===== src/rtl/pinmux_pkg.sv =====
// Package: shared definitions for the shared pin multiplexer.
// Assumes: register codes are two bits wide and decoded by pinmux_cfg_regs.
package pinmux_pkg;

    // Register codes selected by cfg_addr.
    typedef enum logic [1:0] {
        REG_OWNER = 2'd0,
        REG_ROUTE = 2'd1,
        REG_IDLE  = 2'd2,
        REG_SPARE = 2'd3
    } pm_reg_e;

endpackage


===== src/rtl/pinmux_cfg_regs.sv =====
// Module: configuration registers (owner codes, route mask, idle levels).
// Assumes: the write path is single-cycle and write-only; the spare code is ignored.
module pinmux_cfg_regs #(
    parameter int NUM_BLK = 3,
    parameter int N_GRP   = 2,
    parameter int PIN_W   = 4,
    parameter int CFG_W   = 16,
    parameter int SEL_W   = 2,
    parameter logic [NUM_BLK*PIN_W-1:0] IDLE_RST = '0
) (
    input  logic                     clk,
    input  logic                     rst_n,
    input  logic                     cfg_we,
    input  logic [1:0]               cfg_addr,
    input  logic [CFG_W-1:0]         cfg_wdata,
    output logic [N_GRP*SEL_W-1:0]   owner_sel,
    output logic [NUM_BLK-1:0]       route_en,
    output logic [NUM_BLK*PIN_W-1:0] idle_lvl
);
    import pinmux_pkg::*;

    localparam int OWN_W  = N_GRP * SEL_W;
    localparam int IDLE_W = NUM_BLK * PIN_W;
    localparam logic [OWN_W-1:0] OWN_RST = {N_GRP{SEL_W'(NUM_BLK)}};

    logic unused_wdata;
    assign unused_wdata = ^cfg_wdata;

    // Register update: reset to "no owner", empty route mask and reset idle levels.
    always_ff @(posedge clk) begin
        if (!rst_n) begin
            owner_sel <= OWN_RST;
            route_en  <= '0;
            idle_lvl  <= IDLE_RST;
        end else if (cfg_we) begin
            case (pm_reg_e'(cfg_addr))
                REG_OWNER: owner_sel <= cfg_wdata[OWN_W-1:0];
                REG_ROUTE: route_en  <= cfg_wdata[NUM_BLK-1:0];
                REG_IDLE:  idle_lvl  <= cfg_wdata[IDLE_W-1:0];
                default:   ;
            endcase
        end
    end

endmodule


===== src/rtl/pinmux_out_sel.sv =====
// Module: output selector for one pin group.
// Assumes: a select code at or above NUM_BLK means no owner; the group is then undriven.
module pinmux_out_sel #(
    parameter int NUM_BLK = 3,
    parameter int GRP_W   = 2,
    parameter int SEL_W   = 2
) (
    input  logic [SEL_W-1:0]         sel,
    input  logic [NUM_BLK*GRP_W-1:0] gb_out,
    input  logic [NUM_BLK*GRP_W-1:0] gb_oe,
    output logic [GRP_W-1:0]         grp_out,
    output logic [GRP_W-1:0]         grp_oe
);

    // Pick the owning block's slice; default to an undriven group.
    always_comb begin
        grp_out = '0;
        grp_oe  = '0;
        for (int b = 0; b < NUM_BLK; b++) begin
            if (sel == SEL_W'(b)) begin
                grp_out = gb_out[b*GRP_W +: GRP_W];
                grp_oe  = gb_oe[b*GRP_W +: GRP_W];
            end
        end
    end

endmodule


===== src/rtl/pinmux_in_route.sv =====
// Module: pin input synchronizer and per-block input distribution.
// Assumes: pin_in is asynchronous; a block with its route bit clear sees its idle level.
module pinmux_in_route #(
    parameter int NUM_BLK = 3,
    parameter int PIN_W   = 4
) (
    input  logic                     clk,
    input  logic                     rst_n,
    input  logic [PIN_W-1:0]         pin_in,
    input  logic [NUM_BLK-1:0]       route_en,
    input  logic [NUM_BLK*PIN_W-1:0] idle_lvl,
    output logic [NUM_BLK*PIN_W-1:0] blk_in
);

    logic [PIN_W-1:0] sync_a;
    logic [PIN_W-1:0] sync_b;

    // Two-flop synchronizer on the pin input.
    always_ff @(posedge clk) begin
        if (!rst_n) begin
            sync_a <= '0;
            sync_b <= '0;
        end else begin
            sync_a <= pin_in;
            sync_b <= sync_a;
        end
    end

    for (genvar b = 0; b < NUM_BLK; b++) begin : g_blk
        // Live pin value when routed, constant idle level otherwise.
        assign blk_in[b*PIN_W +: PIN_W] = route_en[b] ? sync_b : idle_lvl[b*PIN_W +: PIN_W];
    end

endmodule


===== src/rtl/shared_pin_mux.sv =====
// Module: top of the shared pin multiplexer.
// Assumes: block b, pin p sits at bit b*PIN_W+p of the block-side vectors;
// pin group g covers pins g*GRP_W .. g*GRP_W+GRP_W-1.
module shared_pin_mux #(
    parameter int NUM_BLK = 3,
    parameter int N_GRP   = 2,
    parameter int GRP_W   = 2,
    parameter int CFG_W   = 16,
    parameter logic [NUM_BLK*N_GRP*GRP_W-1:0] IDLE_RST = 12'hF0F
) (
    input  logic                                 clk,
    input  logic                                 rst_n,
    input  logic                                 cfg_we,
    input  logic [1:0]                           cfg_addr,
    input  logic [CFG_W-1:0]                     cfg_wdata,
    input  logic [NUM_BLK*N_GRP*GRP_W-1:0]       blk_out,
    input  logic [NUM_BLK*N_GRP*GRP_W-1:0]       blk_oe,
    output logic [NUM_BLK*N_GRP*GRP_W-1:0]       blk_in,
    output logic [N_GRP*GRP_W-1:0]               pin_out,
    output logic [N_GRP*GRP_W-1:0]               pin_oe,
    input  logic [N_GRP*GRP_W-1:0]               pin_in
);

    localparam int PIN_W = N_GRP * GRP_W;
    localparam int SEL_W = $clog2(NUM_BLK + 1);

    logic [N_GRP*SEL_W-1:0]   owner_sel;
    logic [NUM_BLK-1:0]       route_en;
    logic [NUM_BLK*PIN_W-1:0] idle_lvl;

    pinmux_cfg_regs #(
        .NUM_BLK (NUM_BLK),
        .N_GRP   (N_GRP),
        .PIN_W   (PIN_W),
        .CFG_W   (CFG_W),
        .SEL_W   (SEL_W),
        .IDLE_RST(IDLE_RST)
    ) u_regs (
        .clk      (clk),
        .rst_n    (rst_n),
        .cfg_we   (cfg_we),
        .cfg_addr (cfg_addr),
        .cfg_wdata(cfg_wdata),
        .owner_sel(owner_sel),
        .route_en (route_en),
        .idle_lvl (idle_lvl)
    );

    for (genvar g = 0; g < N_GRP; g++) begin : g_grp
        logic [NUM_BLK*GRP_W-1:0] gb_out;
        logic [NUM_BLK*GRP_W-1:0] gb_oe;

        for (genvar b = 0; b < NUM_BLK; b++) begin : g_gather
            // Collect this group's pins from every block.
            assign gb_out[b*GRP_W +: GRP_W] = blk_out[b*PIN_W + g*GRP_W +: GRP_W];
            assign gb_oe[b*GRP_W +: GRP_W]  = blk_oe[b*PIN_W + g*GRP_W +: GRP_W];
        end

        pinmux_out_sel #(
            .NUM_BLK(NUM_BLK),
            .GRP_W  (GRP_W),
            .SEL_W  (SEL_W)
        ) u_sel (
            .sel    (owner_sel[g*SEL_W +: SEL_W]),
            .gb_out (gb_out),
            .gb_oe  (gb_oe),
            .grp_out(pin_out[g*GRP_W +: GRP_W]),
            .grp_oe (pin_oe[g*GRP_W +: GRP_W])
        );
    end

    pinmux_in_route #(
        .NUM_BLK(NUM_BLK),
        .PIN_W  (PIN_W)
    ) u_route (
        .clk     (clk),
        .rst_n   (rst_n),
        .pin_in  (pin_in),
        .route_en(route_en),
        .idle_lvl(idle_lvl),
        .blk_in  (blk_in)
    );

endmodule


===== config.mk =====
export PLATFORM = sky130hd
export DESIGN_NAME = shared_pin_mux
export DESIGN_NICKNAME = d
export VERILOG_FILES = /design/src/rtl/pinmux_pkg.sv /design/src/rtl/pinmux_cfg_regs.sv /design/src/rtl/pinmux_out_sel.sv /design/src/rtl/pinmux_in_route.sv /design/src/rtl/shared_pin_mux.sv
export SDC_FILE = /design/constraint.sdc
export NUM_CORES = 1
export LEC_CHECK = 0
export BUFFER_PORTS_ARGS = -buffer_cell sky130_fd_sc_hd__buf_2
export CAP_MARGIN = 10
export CORE_MARGIN = 2
export CORE_UTILIZATION = 35
export CTS_CLUSTER_DIAMETER = 30
export DETAILED_ROUTE_END_ITERATION = 16
export PLACE_DENSITY = 0.63
export SYNTH_ARGS = -nofsm -noshare
export SYNTH_HDL_FRONTEND = slang
export SYNTH_SLANG_ARGS = --single-unit

===== constraint.sdc =====
create_clock -name clk -period 2.2 [get_ports clk]
set_clock_uncertainty 0.2 [all_clocks]
set_input_delay 0.44 -clock clk [delete_from_list [all_inputs] [get_ports clk]]
set_output_delay 0.44 -clock clk [all_outputs]
set_load 0.02 [all_outputs]

# Yosys cells after proc, flatten, opt, wreduce, memory -nomap -nowiden

Cells that the tools add are included.

Bits in registers: 27
Input bits: 49
Output and inout port bits: 20

Equality and inequality tests: 6
Mux-type cells: 15
Reduce and logical (&&, ||, !) cells: 6

Operator list:

| kind                                                            | count |
|---|---|
| 2-bit 2-to-1 mux                                                | 12 |
| 4-bit 2-to-1 mux                                                | 3 |
| 2-bit by 1-bit == test with 1-bit output, second input constant | 3 |
| 2-bit == test, second input constant                            | 3 |
| 2-bit logical NOT                                               | 3 |
| 2-bit AND reduction                                             | 3 |

# Depth between registers and ports, before layout

Depth in word-level cells: 4
Gate-level depth with buffers: 4
Depth with buffers taken out: 2

# By module

From an unflattened synthesis, not the netlist that was laid out.

Cells, all modules: 130
Area total of the unflattened synthesis: 1,350.0 um2

Modules (own cells, without submodules):

| module          | times used | cells each | area each (um2) |
|---|---|---|---|
| pinmux_cfg_regs | 1          | 82         | 804.5 |
| pinmux_in_route | 1          | 28         | 345.3 |
| pinmux_out_sel  | 2          | 10         | 100.1 |

# Least setup slack after synthesis

No wires, ideal clock.

Kind: reg2out
Start: register u_regs.owner_sel[1]
End: output pin_oe[0]
Data arrival time: 1.019 ns
Path slack: 0.541 ns
Stages on the path, launching flop included: 4
Path through: dfxtp_1 -> clkbuf_1 -> mux2i_1 -> o2bb2ai_1

Word-level cells in the longest chain between the ends: 4
Elaborated cells on any way between the ends: 6
Classes of those cells: eq/ne (2); mux (3); reduce/logical (1)

Ends and longest elaborated chain:

| item                           | RTL line              | text |
|---|---|---|
| start: declaration             | pinmux_cfg_regs.sv:16 | `output logic [N_GRP*SEL_W-1:0] owner_sel,` |
| start signal: assignment       | pinmux_cfg_regs.sv:37 | `REG_OWNER: owner_sel <= cfg_wdata[OWN_W-1:0];` |
| 2-bit logical NOT              | pinmux_out_sel.sv:20  | `if (sel == SEL_W'(b)) begin` |
| 2-bit 2-to-1 mux (2 in series) | pinmux_out_sel.sv:20  |  |
| 2-bit 2-to-1 mux (*)           | pinmux_out_sel.sv:20  |  |
| end: declaration               | shared_pin_mux.sv:20  | `output logic [N_GRP*GRP_W-1:0] pin_oe,` |

Mark *: on every way between the ends. The rest lies on a longest branch, timed or not.

# Final worst setup path

Start: register u_regs.owner_sel[3]
End: output pin_oe[3]

The elaborated chain is that of the path after synthesis.

==> summary.txt <==
Critical path
  • Worst-path maximum fanout: 6
  • CP startpoint kind: flip-flop
  • CP arrival: 1.31 ns
  • CP Class: reg2out
  • Req. time, crit path: 1.56 ns
  • CP Capture Type: output pin

Floorplanning
  • Die Height: 65.4 um
  • Starting Density: 36.3%
  • Die W: roughly 65 um
  • I/O pin count: 69
  • CORE AREA: 0.00363 sq mm
  • FP Rows: 22
  • DIE AREA: 0.00428 sq mm

Detailed routing
  • DRC Markers: 0
  • Vias per cell: 4.75
  • ANT nets after route: 0
  • Initial DRC count: 9
  • WL final: 3.01 mm
  • Routed length per instance: 12.4 um
  • TritonRoute pass-1 iters: 4
  • Via count: 1150

Place
  • Number of port buffers: 64
  • Place WS: 0.556 ns
  • Gpl congestion: 0.774
  • HPWL reported at the end of detailed placement: between 2 and 2.5 mm

Timing
  • Slew Viols, Final: 0
  • Final setup fails: 0
  • Max Clock Freq: a little over 500 MHz
  • Relative slew slack: 65.3%
  • Final hold violations: 0
  • Final WS setup: 0.246 ns
  • Tightest Pin Transition: 0.521 ns
  • Crit path time final: 1.95 ns
  • RSZ-0062 raised after global routing: false
  • Post-Route Setup TNS: 0 ns
  • Fin crit share: about nine tenths

Power and ir drop
  • Pwr Density: 567 mW/mm^2
  • Static leakage: around 0.8 nW
  • Worst vdd ir: 0.000308 V

Clocking
  • Clock Pin Slew Worst Setup and Hold Paths: around 0.090 ns
  • Sinks on Clock Net: 27
  • CTS tree: done
  • CTS Hold Bufs: 0
  • CTS Buffer Depth: 2
  • TritonCTS buffer count: 3
  • Clock insertion delay at the later pin of the skew report: 0.26 ns
  • Root Driver: clkbuf_8
  • Resize count post-CTS: 0
  • Post-CTS setup buffer count: 0
  • H-tree depth: 1

Logic synthesis
  • Simple-Gate Fraction of Synth Area: roughly a fifth
  • Synth top area share: a little over 40%
  • Sequential-to-total area share from yosys stat: ~40%
  • Post-synth cell types: 18
  • Synth area leader: dfxtp_1
  • Post-synthesis mux area share: 24.3%
  • Area share of fa/ha/maj cells after synthesis: 0%
  • Post-Synthesis Cells: approximately 140
  • Avg Cell Area, Syn: 9.71 sq um
  • Cell area after synthesis: 0.00132 sq mm
  • Net Count, Synth: about 190
  • Area contributors post-synth: dfxtp_1 41%, mux2i_1 17%, mux2_2 6.8%
  • Largest family of logic cells by synthesized area: multiplexers
  • Xor/xnor cell area share of the yosys netlist: 0%
  • Post-synthesis compound-gate area fraction: 9.10%
  • Synth Register Bits: 27
  • Synth Warn #: 0

Run status
  • Status: complete, no violations

GRT
  • Total congestion overflow: 0
  • First-pass GRT wire length: 4.95 mm
  • Largest net degree at the start of global routing: 39
  • Overall routing resource usage: ~14%
  • Initial antenna violation count: 0
  • Vias in the first global route: 1127

Hold path
  • Worst hold path class: in2reg

Finish
  • Area growth from synthesis to layout: 28.5%
  • Layout cells sized above 1: 39.7%
  • # diodes: 0
  • Final #Nets: 244
  • Final core utilization: between 40% and 50%

Flow run
  • Max_cap viols: 0
registers in the layout, indices dropped and copies added (netlist names):
| register | cells |
|---|---|
| u_route.sync_b | 4 |
| u_regs.owner_sel | 4 |
| u_regs.route_en | 3 |
| u_route.sync_a | 4 |
| u_regs.idle_lvl | 12 |
metrics by stage:
step	hold WS, ns	power (mW)	instances	instance area [sq um]
after CTS	0.170	0.974	242	1700
after detailed placement	0.213	0.698	238	1650
final	0.177	0.962	242	1700
after global routing	0.178	1.01	242	1700
after floorplan	0.206	0.628	136	1320
after global placement	0.211	0.692	238	1650
cells in the mapped netlist:
cell type  instances
and2_1             8
clkbuf_1           6
inv_1              4
and3b_2            1
o211ai_1           4
o21ai_0            4
buf_6              1
buf_2              3
nand4b_1           4
and3b_1            1
buf_4              1
nor2b_1           14
nand2_1           18
mux2_2             8
o2bb2ai_1          8
dfxtp_1           27
mux2i_1           23
or3b_1             1
logic make-up (layout without fill, tap and decap cells):
logic type,Yosys count,count (layout)
buffers and inverters,15,73
AND/OR/NAND/NOR,47,47
flip-flops,27,27
multiplexers,31,31
AO/OA/AOI/OAI,16,16
worst max-delay path, stage by stage (launching register included):
cell and delay, ns:
dfxtp_1 0.42, nor2b_1 0.28, o2bb2ai_1 0.16, buf_2 0.18
cell type report:
type / count / area (sq um)
timing repair buffer: 65 / 328
inverter: 4 / 15.0
tap: 48 / 60.1
clock buffer: 4 / 45.0
sequential: 27 / 541
multi-input combinational: 94 / 708
fill: 374 / 1940
placed cells by master, fill, tap and decap left out:
master and n:
buf_2 64, or3b_1 1, dfxtp_1 27, o211ai_1 4, and3b_2 1, mux2i_1 23, o2bb2ai_1 8, inv_1 4
nor2b_1 14, and2_1 8, clkbuf_8 3, mux2_2 8, nand4b_1 4, and3b_1 1, o21ai_0 4, nand2_1 18
clkbuf_1 1, buf_4 1
worst paths after layout:
kind	startpoint	endpoint	slack (ns)	cells after the start
setup reg to reg	u_regs.owner_sel[1]$_SDFFE_PN1P_	u_regs.owner_sel[1]$_SDFFE_PN1P_	1.25	2
setup / recovery	u_regs.owner_sel[3]$_SDFFE_PN1P_	pin_oe[3]	0.25	3
hold / removal	pin_in[2]	u_route.sync_a[2]$_SDFF_PN0_	0.18	2
hold reg to reg	u_route.sync_a[2]$_SDFF_PN0_	u_route.sync_b[2]$_SDFF_PN0_	0.23	1
power by group:
part / internal (mW) / total (mW) / switching (mW)
sequential: 0.509 / 0.524 / 0.0153
combinational: 0.0801 / 0.162 / 0.0814
clock: 0.130 / 0.276 / 0.147
layer usage:
layer | GRT usage [%] | wire, um | share of wire [%]
met1 | 17.1 | 1300 | 43
met2 | 26.3 | 1510 | 50
met3 | 3.25 | 171 | 5.7
met4 | 3.13 | 27 | 0.90
met5 | 0 | 0 | 0
No activity file was read; power rests on OpenSTA's default activity.
